### src/rtl/cc_pkg.sv
package cc_pkg;
  localparam int NUM_EV = 7;
  localparam int MODE_W = 3;

  // event vector bit positions; lower index = higher priority
  localparam int EV_BRAKE  = 0;
  localparam int EV_DIS    = 1;
  localparam int EV_REACH  = 2;
  localparam int EV_STOP   = 3;
  localparam int EV_START  = 4;
  localparam int EV_RESUME = 5;
  localparam int EV_EN     = 6;

  typedef enum logic [MODE_W-1:0] {
    M_IDLE   = 3'd0,
    M_HOLD   = 3'd1,
    M_RAISE  = 3'd2,
    M_HALTED = 3'd3,
    M_RETURN = 3'd4
  } mode_t;
endpackage

### src/rtl/cc_event_arbiter.sv
module cc_event_arbiter #(
  parameter int N = 7
) (
  input  logic [N-1:0] req,
  output logic [N-1:0] grant
);
  // seen[i] is set when any request below index i is present
  logic [N:0] seen;
  assign seen[0] = 1'b0;

  for (genvar i = 0; i < N; i++) begin : g_pri
    assign grant[i]  = req[i] & ~seen[i];
    assign seen[i+1] = seen[i] | req[i];
  end
endmodule

### src/rtl/cc_mode_logic.sv
module cc_mode_logic
  import cc_pkg::*;
(
  input  mode_t             cur,
  input  logic [NUM_EV-1:0] grant,
  output mode_t             nxt,
  output logic              latch
);
  always_comb begin
    nxt   = cur;
    latch = 1'b0;
    unique case (cur)
      M_IDLE: begin
        if (grant[EV_EN]) begin
          nxt   = M_HOLD;
          latch = 1'b1;
        end
      end
      M_HOLD: begin
        if (grant[EV_DIS])        nxt = M_IDLE;
        else if (grant[EV_START]) nxt = M_RAISE;
        else if (grant[EV_BRAKE]) nxt = M_HALTED;
      end
      M_RAISE: begin
        if (grant[EV_STOP]) begin
          nxt   = M_HOLD;
          latch = 1'b1;
        end else if (grant[EV_DIS] || grant[EV_BRAKE]) begin
          nxt = M_HALTED;
        end
      end
      M_HALTED: begin
        if (grant[EV_RESUME])   nxt = M_RETURN;
        else if (grant[EV_DIS]) nxt = M_IDLE;
      end
      M_RETURN: begin
        if (grant[EV_DIS] || grant[EV_BRAKE]) nxt = M_HALTED;
        else if (grant[EV_REACH])             nxt = M_HOLD;
      end
      default: nxt = M_IDLE;
    endcase
  end
endmodule

### src/rtl/cc_out_reg.sv
module cc_out_reg
  import cc_pkg::*;
(
  input  logic  clk,
  input  logic  rst,
  input  mode_t nxt,
  input  logic  latch,
  output mode_t mode_q,
  output logic  latch_q,
  output logic  hold_q,
  output logic  raise_q,
  output logic  return_q
);
  always_ff @(posedge clk) begin
    if (rst) begin
      mode_q   <= M_IDLE;
      latch_q  <= 1'b0;
      hold_q   <= 1'b0;
      raise_q  <= 1'b0;
      return_q <= 1'b0;
    end else begin
      mode_q   <= nxt;
      latch_q  <= latch;
      hold_q   <= (nxt == M_HOLD);
      raise_q  <= (nxt == M_RAISE);
      return_q <= (nxt == M_RETURN);
    end
  end

  assert_reset_state_R1: assert property (@(posedge clk)
    rst |=> (mode_q == M_IDLE && !latch_q && !hold_q && !raise_q && !return_q));

  assert_enable_match_R2: assert property (@(posedge clk) disable iff (rst)
    latch_q |-> (hold_q && mode_q == M_HOLD));

  assert_raise_entry_R4: assert property (@(posedge clk) disable iff (rst)
    (mode_q != M_HOLD && mode_q != M_RAISE) |=> (mode_q != M_RAISE));

  assert_return_entry_R6: assert property (@(posedge clk) disable iff (rst)
    (mode_q != M_HALTED && mode_q != M_RETURN) |=> (mode_q != M_RETURN));

  assert_pulse_single_R8: assert property (@(posedge clk) disable iff (rst)
    latch_q |=> !latch_q);
endmodule

### src/rtl/speed_hold_ctrl.sv
module speed_hold_ctrl
  import cc_pkg::*;
(
  input  logic              clk,
  input  logic              rst,
  input  logic              ev_enable,
  input  logic              ev_disable,
  input  logic              ev_start_inc,
  input  logic              ev_stop_inc,
  input  logic              ev_brake,
  input  logic              ev_resume,
  input  logic              ev_speed_reached,
  output logic              rate_latch_o,
  output logic              hold_en_o,
  output logic              raise_en_o,
  output logic              return_en_o,
  output logic [MODE_W-1:0] mode_o
);
  logic [NUM_EV-1:0] ev_vec;
  logic [NUM_EV-1:0] grant;
  mode_t             cur;
  mode_t             nxt;
  logic              latch;

  always_comb begin
    ev_vec            = '0;
    ev_vec[EV_BRAKE]  = ev_brake;
    ev_vec[EV_DIS]    = ev_disable;
    ev_vec[EV_REACH]  = ev_speed_reached;
    ev_vec[EV_STOP]   = ev_stop_inc;
    ev_vec[EV_START]  = ev_start_inc;
    ev_vec[EV_RESUME] = ev_resume;
    ev_vec[EV_EN]     = ev_enable;
  end

  cc_event_arbiter #(.N(NUM_EV)) arb_i (
    .req   (ev_vec),
    .grant (grant)
  );

  cc_mode_logic logic_i (
    .cur   (cur),
    .grant (grant),
    .nxt   (nxt),
    .latch (latch)
  );

  cc_out_reg reg_i (
    .clk      (clk),
    .rst      (rst),
    .nxt      (nxt),
    .latch    (latch),
    .mode_q   (cur),
    .latch_q  (rate_latch_o),
    .hold_q   (hold_en_o),
    .raise_q  (raise_en_o),
    .return_q (return_en_o)
  );

  assign mode_o = cur;

  assert_single_grant_R9: assert property (@(posedge clk) disable iff (rst)
    $onehot0(grant));

  assert_grant_present_R9: assert property (@(posedge clk) disable iff (rst)
    (|ev_vec) |-> (|grant));

  assert_idle_hold_R10: assert property (@(posedge clk) disable iff (rst)
    (ev_vec == '0) |=> ($stable(mode_o) && !rate_latch_o));

  assert_one_enable_R2: assert property (@(posedge clk) disable iff (rst)
    $countones({hold_en_o, raise_en_o, return_en_o}) <= 1);
endmodule

### config.mk
export PLATFORM = sky130hd
export DESIGN_NAME = speed_hold_ctrl
export DESIGN_NICKNAME = d
export VERILOG_FILES = /design/src/rtl/cc_pkg.sv /design/src/rtl/cc_event_arbiter.sv /design/src/rtl/cc_mode_logic.sv /design/src/rtl/cc_out_reg.sv /design/src/rtl/speed_hold_ctrl.sv
export SDC_FILE = /design/constraint.sdc
export NUM_CORES = 1
export LEC_CHECK = 0
export ABC_AREA = 1
export BUFFER_PORTS_ARGS = -buffer_cell sky130_fd_sc_hd__buf_4
export CAP_MARGIN = 20
export CELL_PAD_IN_SITES_DETAIL_PLACEMENT = 1
export CELL_PAD_IN_SITES_GLOBAL_PLACEMENT = 1
export CORE_MARGIN = 4
export CORE_UTILIZATION = 32
export DETAILED_ROUTE_END_ITERATION = 7
export PLACE_DENSITY_LB_ADDON = 0.15
export SYNTH_ARGS = -nofsm -noshare
export SYNTH_HDL_FRONTEND = slang
export SYNTH_SLANG_ARGS = --single-unit
### constraint.sdc
create_clock -name clk -period 2.1 [get_ports clk]
set_input_delay 0.21 -clock clk [delete_from_list [all_inputs] [get_ports clk]]
set_output_delay 0.21 -clock clk [all_outputs]
set_load 0.1 [all_outputs]
Word-level counts from Yosys, hierarchy flattened
Index checks and enable logic that the tools add are counted.
{"block": "op_classes", "eq_ne": 7, "muxes": 14, "n_bitwise": 17, "reduce_logical": 2}
{"operator": "two-way mux 3 bit", "count": 10}
{"operator": "one-hot mux 3 bit (5 select lines)", "count": 1}
{"operator": "== test 3 x 2 -> 1 bit (second input constant)", "count": 3}
{"operator": "bitwise AND 1 bit", "count": 6}
{"operator": "== test 3 x 1 -> 1 bit (second input constant)", "count": 2}
{"operator": "== test 3 bit (second input constant)", "count": 2}
{"operator": "inverter 1 bit", "count": 6}
{"operator": "OR 1 bit", "count": 5}
{"operator": "zero test 3 bit", "count": 1}
{"operator": "two-way mux 1 bit", "count": 2}
{"operator": "one-hot mux 1 bit (2 select lines)", "count": 1}
{"operator": "logical OR 1 bit", "count": 1}
{"block": "word_totals", "regBits": 7, "inputBits": 9, "output_inout_bits": 7, "wordCells": 45}

Depth between registers and ports, before layout
Gate-level depths: netlist of run 1.
{"block": "depth", "word_depth": 10, "depth_mapped": 10, "depth_no_buf": 10}

By module
Synthesis of run 1 repeated with hierarchy kept, for this count alone.
{"block": "hier_totals", "cells_unflattened": 84, "hier_area_um2": 478.0}
{"module": "cc_out_reg", "instances": 1, "cells_per_inst": 25, "area_each_um2": 207.7, "seq_area_each_um2": 140.1}
{"module": "cc_mode_logic", "instances": 1, "cells_per_inst": 43, "area_each_um2": 187.7, "seq_area_each_um2": 0.0}
{"module": "cc_event_arbiter", "instances": 1, "cells_per_inst": 16, "area_each_um2": 82.6, "seq_area_each_um2": 0.0}

Least setup slack after synthesis of run 1
OpenSTA, ideal clock, no wires.
{"block": "synth_path", "kind": "flip-flop to flip-flop", "from": "reg reg_i.mode_q[1]", "to": "reg reg_i.hold_q", "setup_time_ns": 0.109, "t_arrival_ns": 1.763, "required_time_ns": 1.991, "path_slack_ns": 0.228, "path_stages_with_launch": 10, "path_buffers": 0, "period_less_slack_ns": 1.872, "cell_sequence": "dfxtp_1 inv_1 nor2_2 nand2_1 nor2_2 o21ai_2 nand2_1 nor2_1 nand2_1 nor2_2"}
{"block": "synth_via", "elab_chain_len": 5}
{"element": "start: declaration", "line": "cc_out_reg.sv:8", "rtl": "output mode_t mode_q,"}
{"element": "start signal: assignment", "line": "cc_out_reg.sv:22", "rtl": "mode_q <= nxt;"}
{"element": "two-way mux 3 bit", "line": "cc_mode_logic.sv:22", "rtl": "else if (grant[EV_BRAKE]) nxt = M_HALTED;"}
{"element": "two-way mux 3 bit", "line": "cc_mode_logic.sv:21", "rtl": "else if (grant[EV_START]) nxt = M_RAISE;"}
{"element": "two-way mux 3 bit", "line": "cc_mode_logic.sv:20", "rtl": "if (grant[EV_DIS]) nxt = M_IDLE;"}
{"element": "one-hot mux 3 bit (5 select lines) (*)", "line": "cc_mode_logic.sv:12", "rtl": "unique case (cur)"}
{"element": "== test 3 x 1 -> 1 bit (*)", "line": "cc_out_reg.sv:24", "rtl": "hold_q <= (nxt == M_HOLD);"}
{"element": "end signal: assignment", "line": "cc_out_reg.sv:24"}
{"element": "end: declaration", "line": "cc_out_reg.sv:10", "rtl": "output logic hold_q,"}
Every way passes the cells marked *; elsewhere a longest branch is shown, timed or not.
A chain may end at the register's enable or synchronous reset.

Worst setup path after layout of run 1
{"block": "layout_path", "from": "reg reg_i.mode_q[2]", "to": "out mode_o[2]"}
{"element": "end: declaration", "line": "speed_hold_ctrl.sv:17", "rtl": "output logic [MODE_W-1:0] mode_o"}
No word-level cell between the ends.

==> results of run 1 <==
[kinds of logic after synthesis]
logic type,Yosys count
AOI/OAI and AO/OA,4
buffers and inverters,13
DFF,7
and+or+nand+nor,45
[cells in the mapped netlist]
| master | n | area, um2 |
|---|---|---|
| inv_2 | 4 | 15.01 |
| nand3_1 | 6 | 30.03 |
| o21ai_2 | 1 | 8.760 |
| nand4_4 | 1 | 21.27 |
| nor2_4 | 1 | 11.26 |
| nor2_2 | 3 | 18.77 |
| nor3_1 | 2 | 10.01 |
| nor2_1 | 13 | 48.80 |
| clkinv_1 | 1 | 3.750 |
| nand2_1 | 16 | 60.06 |
| inv_1 | 8 | 30.03 |
| o21ai_1 | 1 | 5.000 |
| a31oi_1 | 1 | 6.260 |
| nand2_2 | 1 | 6.260 |
| a21oi_1 | 1 | 5.000 |
| nand4_1 | 2 | 12.51 |
| dfxtp_1 | 7 | 140.1 |
[area by class of cell]
class	count	area, um2	area share
Timing Repair Buffer	15	112.6	0.1911
Sequential cell	7	140.1	0.2378
Clock buffer	4	26.28	0.04459
Multi-Input combinational cell	49	244.0	0.4140
Tap cell	14	17.52	0.02972
Inverter	13	48.80	0.08280
[power breakdown]
| part | internal, mW | switching, mW | total, mW |
|---|---|---|---|
| Clock | 0.0726 | 0.0509 | 0.124 |
| Sequential | 0.134 | 0.000412 | 0.134 |
| Combinational | 0.0157 | 0.0228 | 0.0385 |
[worst max-delay path by stage]
| stage | from | slack (ns) | to | depth (start not counted) |
|---|---|---|---|---|
| global placement | ev_disable | 0.89 | reg_i.hold_q$_SDFF_PP0_ | 8 |
| finish | reg_i.mode_q[2]$_SDFF_PP0_ | 0.88 | mode_o[2] | 1 |
| global route | reg_i.mode_q[1]$_SDFF_PP0_ | 0.70 | reg_i.hold_q$_SDFF_PP0_ | 8 |
| CTS | reg_i.mode_q[2]$_SDFF_PP0_ | 0.87 | mode_o[2] | 1 |
| floorplan | reg_i.mode_q[1]$_SDFF_PP0_ | 0.23 | reg_i.hold_q$_SDFF_PP0_ | 9 |
| detailed placement | ev_disable | 0.89 | reg_i.hold_q$_SDFF_PP0_ | 8 |
[layer usage]
layer | track usage | share of wire
met1 | 0.1655 | 0.47
met2 | 0.2006 | 0.45
met3 | 0.05976 | 0.063
met4 | 0.05263 | 0.013
met5 | 0 | 0
[per-stage QoR]
stage,cells,util
2_1_floorplan,69,-
3_3_place_gp,98,0.4747
3_5_place_dp,98,0.4747
4_1_cts,102,0.4968
5_1_grt,102,0.4968
6_report,102,0.4968
[sequential cells by signal, summed over array words and instances, names as in the netlist]
signal          flops
reg_i.latch_q       1
reg_i.hold_q        1
reg_i.mode_q        3
reg_i.return_q      1
reg_i.raise_q       1
==> flow_summary.json, run 1 <==
{
  "ys_warn_count": 0,
  "drv_cap": 0,
  "max_freq_mhz": 823.0,
  "ys_seq_area_frac": 0.3237,
  "power.total_mw": 0.2960,
  "drv_slew": 0,
  "die_area_um2": 2005,
  "whs_ns": 0.1509,
  "grt_max_degree": 7,
  "synth_xor_area_frac": 0,
  "syn_area_per_cell_um2": 6.274,
  "synth_adder_area_share": 0,
  "drtIter0Drc": 5,
  "muxShareOfSynthArea": 0,
  "cp.arrival_ns": 1.01,
  "path_buf_inv": 1,
  "final_cell_mix": "nand2_1, buf_4, nor2_1",
  "cts_tree": "built",
  "rsz0062_at_grt": "no",
  "fin_tns_setup_ns": 0,
  "finalCritPeriodShare": 0.5786,
  "worstSetupStartpointType": "flop",
  "core-area_um2": 1186,
  "ir_worst_vdd_mv": 0.2817,
  "dpl_worst_slack_ns": 0.8870,
  "grt_usage": 0.1333,
  "cts_sinks": 7,
  "worstPathRequired_ns": 1.89,
  "setup_violations": 0,
  "hold_path_depth": 2,
  "grt_pass1_wl_um": 1897,
  "dpl_cell_area_um2": 563.0,
  "synth-seq-cells": 7,
  "synth_compound_area_frac": 0.05780,
  "worstMarginPinSlew_ns": 0.2789,
  "nets": 98,
  "powerDensity_nw_per_um2": 502.3,
  "area_growth_pct": 36.13,
  "wl_um": 1084,
  "postRouteAntennaNets": 0,
  "design_area_um2": 589.3,
  "grt.overflow.total": 0,
  "synth-simple-area-share": 0.5058,
  "place_congestion": 0.7808,
  "worstSetupPathType": "reg2out",
  "io_buffers": 15,
  "cp-end-kind": "primary output",
  "drc_errors": 0,
  "std_cell_rows": 12,
  "ctsHoldBuffers": 0,
  "worst_r2r_endpoint": "reg_i.hold_q$_SDFF_PP0_",
  "maxSlewHeadroom": 0.8156,
  "ff2ff_path_depth": 9,
  "hold_class": "in2reg",
  "slowest_stage": "dfxtp_1",
  "clk_pin_slew_ns": 0.05,
  "cpPeakStageDelay_ns": 0.42,
  "drtPass1Iterations": 3,
  "final.min_clock_period_ns": 1.215,
  "hold-path-endpoint": "reg_i.hold_q$_SDFF_PP0_",
  "timing_hold_violations_final": 0,
  "synth_cells": 69,
  "antenna_cells": 0,
  "synth.cell_area_um2": 432.9,
  "r2r_slack_ns": 0.89,
  "first_global_vias": 454,
  "dp_hpwl_um": 963,
  "viasPerCell": 4.647,
  "power_leakage_nw": 0.3016,
  "post-cts-setup-buffers": 0,
  "htreeDepth": 1,
  "finClkSkew_ns": 0.001789,
  "drive_above_1_share": 0.3295,
  "postCtsResizedCells": 0,
  "path_delay_family": "flip-flops",
  "initial_core_util": 0.3650,
  "ys_types": 17,
  "path_max_fanout": 5,
  "root_buffer": "clkbuf_4",
  "numCtsBuffers": 3,
  "crit_chain": "buf_4",
  "status": "completed",
  "wire_per_inst_um": 10.63,
  "setup_slack_ns": 0.8849,
  "nFillCells": 172,
  "clock_latency_ns": 0.26,
  "io_pins": 16,
  "reg2reg_from": "reg_i.mode_q[1]$_SDFF_PP0_",
  "synth_fp_nets": 78,
  "min-delay-start": "rst",
  "synth_top_family_by_area": "simple AND/OR/NAND/NOR gates",
  "dr_total_vias": 474,
  "cts_max_path_buffers": 2,
  "die_width_um": 44.78,
  "final_common_cell": "nand2_1",
  "antenna_found_initial": 0,
  "fp.dieH_um": 44.78
}
Power figures use the tool's default switching activity.
==> inputs of run 2 (changes only) <==
ABC_AREA = 0   (was 1)
CORE_UTILIZATION = 27   (was 32)
clock period = 1.1 ns   (was 2.1 ns; I/O delays follow)
==> run 2 against run 1 <==
- the run now ends with negative setup slack left
- sequential cell count is the same
- non-clock buffer count grew 11
- utilization grew 3.3 points
- setup slack lost 1.2 ns
- synthesized cell count shrank 36%
- clock skew grew 0.0026 ns
- wire length grew 11%
- area after synthesis shrank 13%
- critical endpoint is now reg_i.hold_q$_SDFF_PP0_
- largest cell class unchanged
==> flow_summary.json, run 2 <==
{
  "std_cell_rows": 13,
  "ys_top_cells_by_area": "dfxtp_1, nand2b_1, nor3_1, nor2_1, a22o_1",
  "ctsHoldBuffers": 0,
  "drive_above_1_share": 0.5479,
  "dp_hpwl_um": 910.1,
  "drtPass1Iterations": 4,
  "synth_edf_count": 0,
  "top_register": "reg_i.mode_q",
  "antenna_found_initial": 0,
  "worstSetupStartpointType": "flop",
  "layoutNonFillerInstCount": 88,
  "synth_ff_type": "dfxtp_1",
  "synth_fp_nets": 53,
  "violations": "negative setup slack",
  "power_frac_seq": 0.434,
  "post-route-util": 0.5298,
  "root_buffer": "clkbuf_4",
  "dpl_cell_area_um2": 586.8,
  "grt_pass1_wl_um": 1800,
  "place_congestion": 0.7517,
  "synth.cell_area_um2": 375.4,
  "wl_um": 1208,
  "hold_class": "in2reg",
  "rsz0062_at_grt": "yes",
  "finalCritPeriodShare": 1.283,
  "fin_tns_setup_ns": -1.049,
  "nFillCells": 158,
  "path_max_fanout": 9,
  "drc_errors": 0,
  "drv_cap": 0,
  "drtIter0Drc": 2,
  "cp.arrival_ns": 1.56,
  "fp.dieH_um": 45.29,
  "p_int_mw": 0.4331,
  "max_freq_mhz": 708.6,
  "worstSetupPathType": "reg2reg",
  "syn_area_per_cell_um2": 8.531,
  "clock_latency_ns": 0.26,
  "finClkSkew_ns": 0.004381,
  "status": "finished with violations",
  "die_area_um2": 2051,
  "cts_tree": "built",
  "setup_violations": 4,
  "synth_cells": 44,
  "drv_slew": 0,
  "dpl.cell_count": 83,
  "grt_usage": 0.1276,
  "swShare": 0.2523,
  "ys_warn_count": 0,
  "io_pins": 16,
  "grt.overflow.total": 0,
  "first_global_vias": 438,
  "ys_seq_area_frac": 0.3733,
  "numCtsBuffers": 3,
  "ir_worst_vdd_mv": 0.3365,
  "cts_max_path_buffers": 2,
  "htreeDepth": 1,
  "io_buffers": 15,
  "yosys.area.top_type": "dfxtp_1",
  "clockPowerShare": 0.405,
  "setup_slack_ns": -0.3113,
  "initial_core_util": 0.2885,
  "largest_reg_flops": 3,
  "dr_total_vias": 460,
  "design_area_um2": 689.4,
  "die_width_um": 45.29,
  "yosysMostFrequentCell": "dfxtp_1",
  "grt_max_degree": 10,
  "power_leakage_nw": 0.2814,
  "dpl_worst_slack_ns": -0.3928,
  "power.total_mw": 0.5792,
  "wire_per_inst_um": 13.73,
  "worstPathRequired_ns": 1.25,
  "synth-seq-cells": 7,
  "hold_path_depth": 2,
  "final.min_clock_period_ns": 1.411,
  "clk_pin_slew_ns": 0.05,
  "final_cell_mix": "buf_4, nor2_1, dfxtp_1",
  "cts_sinks": 7,
  "async_flop_share": 0,
  "synth_common_cells": "dfxtp_1, nor2_1, nor3_1",
  "worstMarginPinSlew_ns": 0.3634,
  "area_growth_pct": 83.67,
  "powerDensity_nw_per_um2": 840.2,
  "maxSlewHeadroom": 0.7577,
  "core-area_um2": 1301,
  "whs_ns": 0.05152,
  "nets": 83,
  "timing_hold_violations_final": 0,
  "postRouteAntennaNets": 0,
  "synth_top_area_share": 0.3733,
  "p_switching_mw": 0.1462,
  "final_common_cell": "buf_4",
  "cp-end-kind": "flop",
  "ff2ff_path_depth": 5,
  "combPwrFrac": 0.161,
  "viasPerCell": 5.227,
  "ys_types": 21,
  "antenna_cells": 0
}
## run 2: cell types whose count changed in the layout (fill, tap and decap cells not counted), sizes merged, moves of 3 or more
cell	before	now
nand3	6	0
nand2b	0	4
inv	12	2
buf	15	26
nor2	17	6
nand4	3	0
nor3	2	5
nand2	17	1
## run 2: path summary, 6_finish.rpt
path	from	to	slack, ns
worst min-delay path	rst	reg_i.mode_q[0]$_SDFF_PP0_	0.05
worst max register to register	reg_i.mode_q[1]$_SDFF_PP0_	reg_i.hold_q$_SDFF_PP0_	-0.31
worst max-delay path	reg_i.mode_q[1]$_SDFF_PP0_	reg_i.hold_q$_SDFF_PP0_	-0.31
worst min register to register	reg_i.mode_q[0]$_SDFF_PP0_	reg_i.latch_q$_SDFF_PP0_	0.70
## run 2: layer usage
layer,wire length (um),vias to the layer above,GRT usage
li1,-,224,-
met1,517,213,0.1313
met2,570,18,0.2203
met3,83,5,0.02390
met4,36,0,0.1053
met5,0,-,0
## run 2: layout make-up
class                   count  area [um2]  share of cell area
clock inverters             1       5.005            0.007260
well taps                  15       18.77             0.02722
clock buffers               3       22.52             0.03267
inverters                   2       7.507             0.01089
flip-flops and latches      7       148.9              0.2160
multi-input cells          34       259.0              0.3757
repair buffers             26       227.7              0.3303
## run 2: timing repair
action | in CTS | in global routing
pin swaps | 2 | 2
cloned | 0 | 0
setup buffers | 1 | 0
endpoints found under the setup margin | 8 | 9
resized for setup | 7 | 8
## run 2: kinds of logic after synthesis
kind of cell,after synthesis,synth area share
buffers and inverters,3,0.03000
AOI/OAI and AO/OA,10,0.2000
DFF,7,0.3733
and+or+nand+nor,24,0.3967
## run 2: power by group through the flow
stage	registers, mW	clock network, mW	logic, mW
floorplan	0.265	0	0.0223
global placement	0.257	0	0.0839
detailed placement	0.257	0	0.0852
CTS	0.251	0.249	0.0901
finish	0.252	0.234	0.0933
global route	0.251	0.259	0.0998
## run 2: critical path: stages, from the launching register on
cell	delay, ns
dfxtp_4	0.37
nand2b_4	0.14
a211o_1	0.28
a222oi_1	0.29
buf_4	0.18
nor3_1	0.04
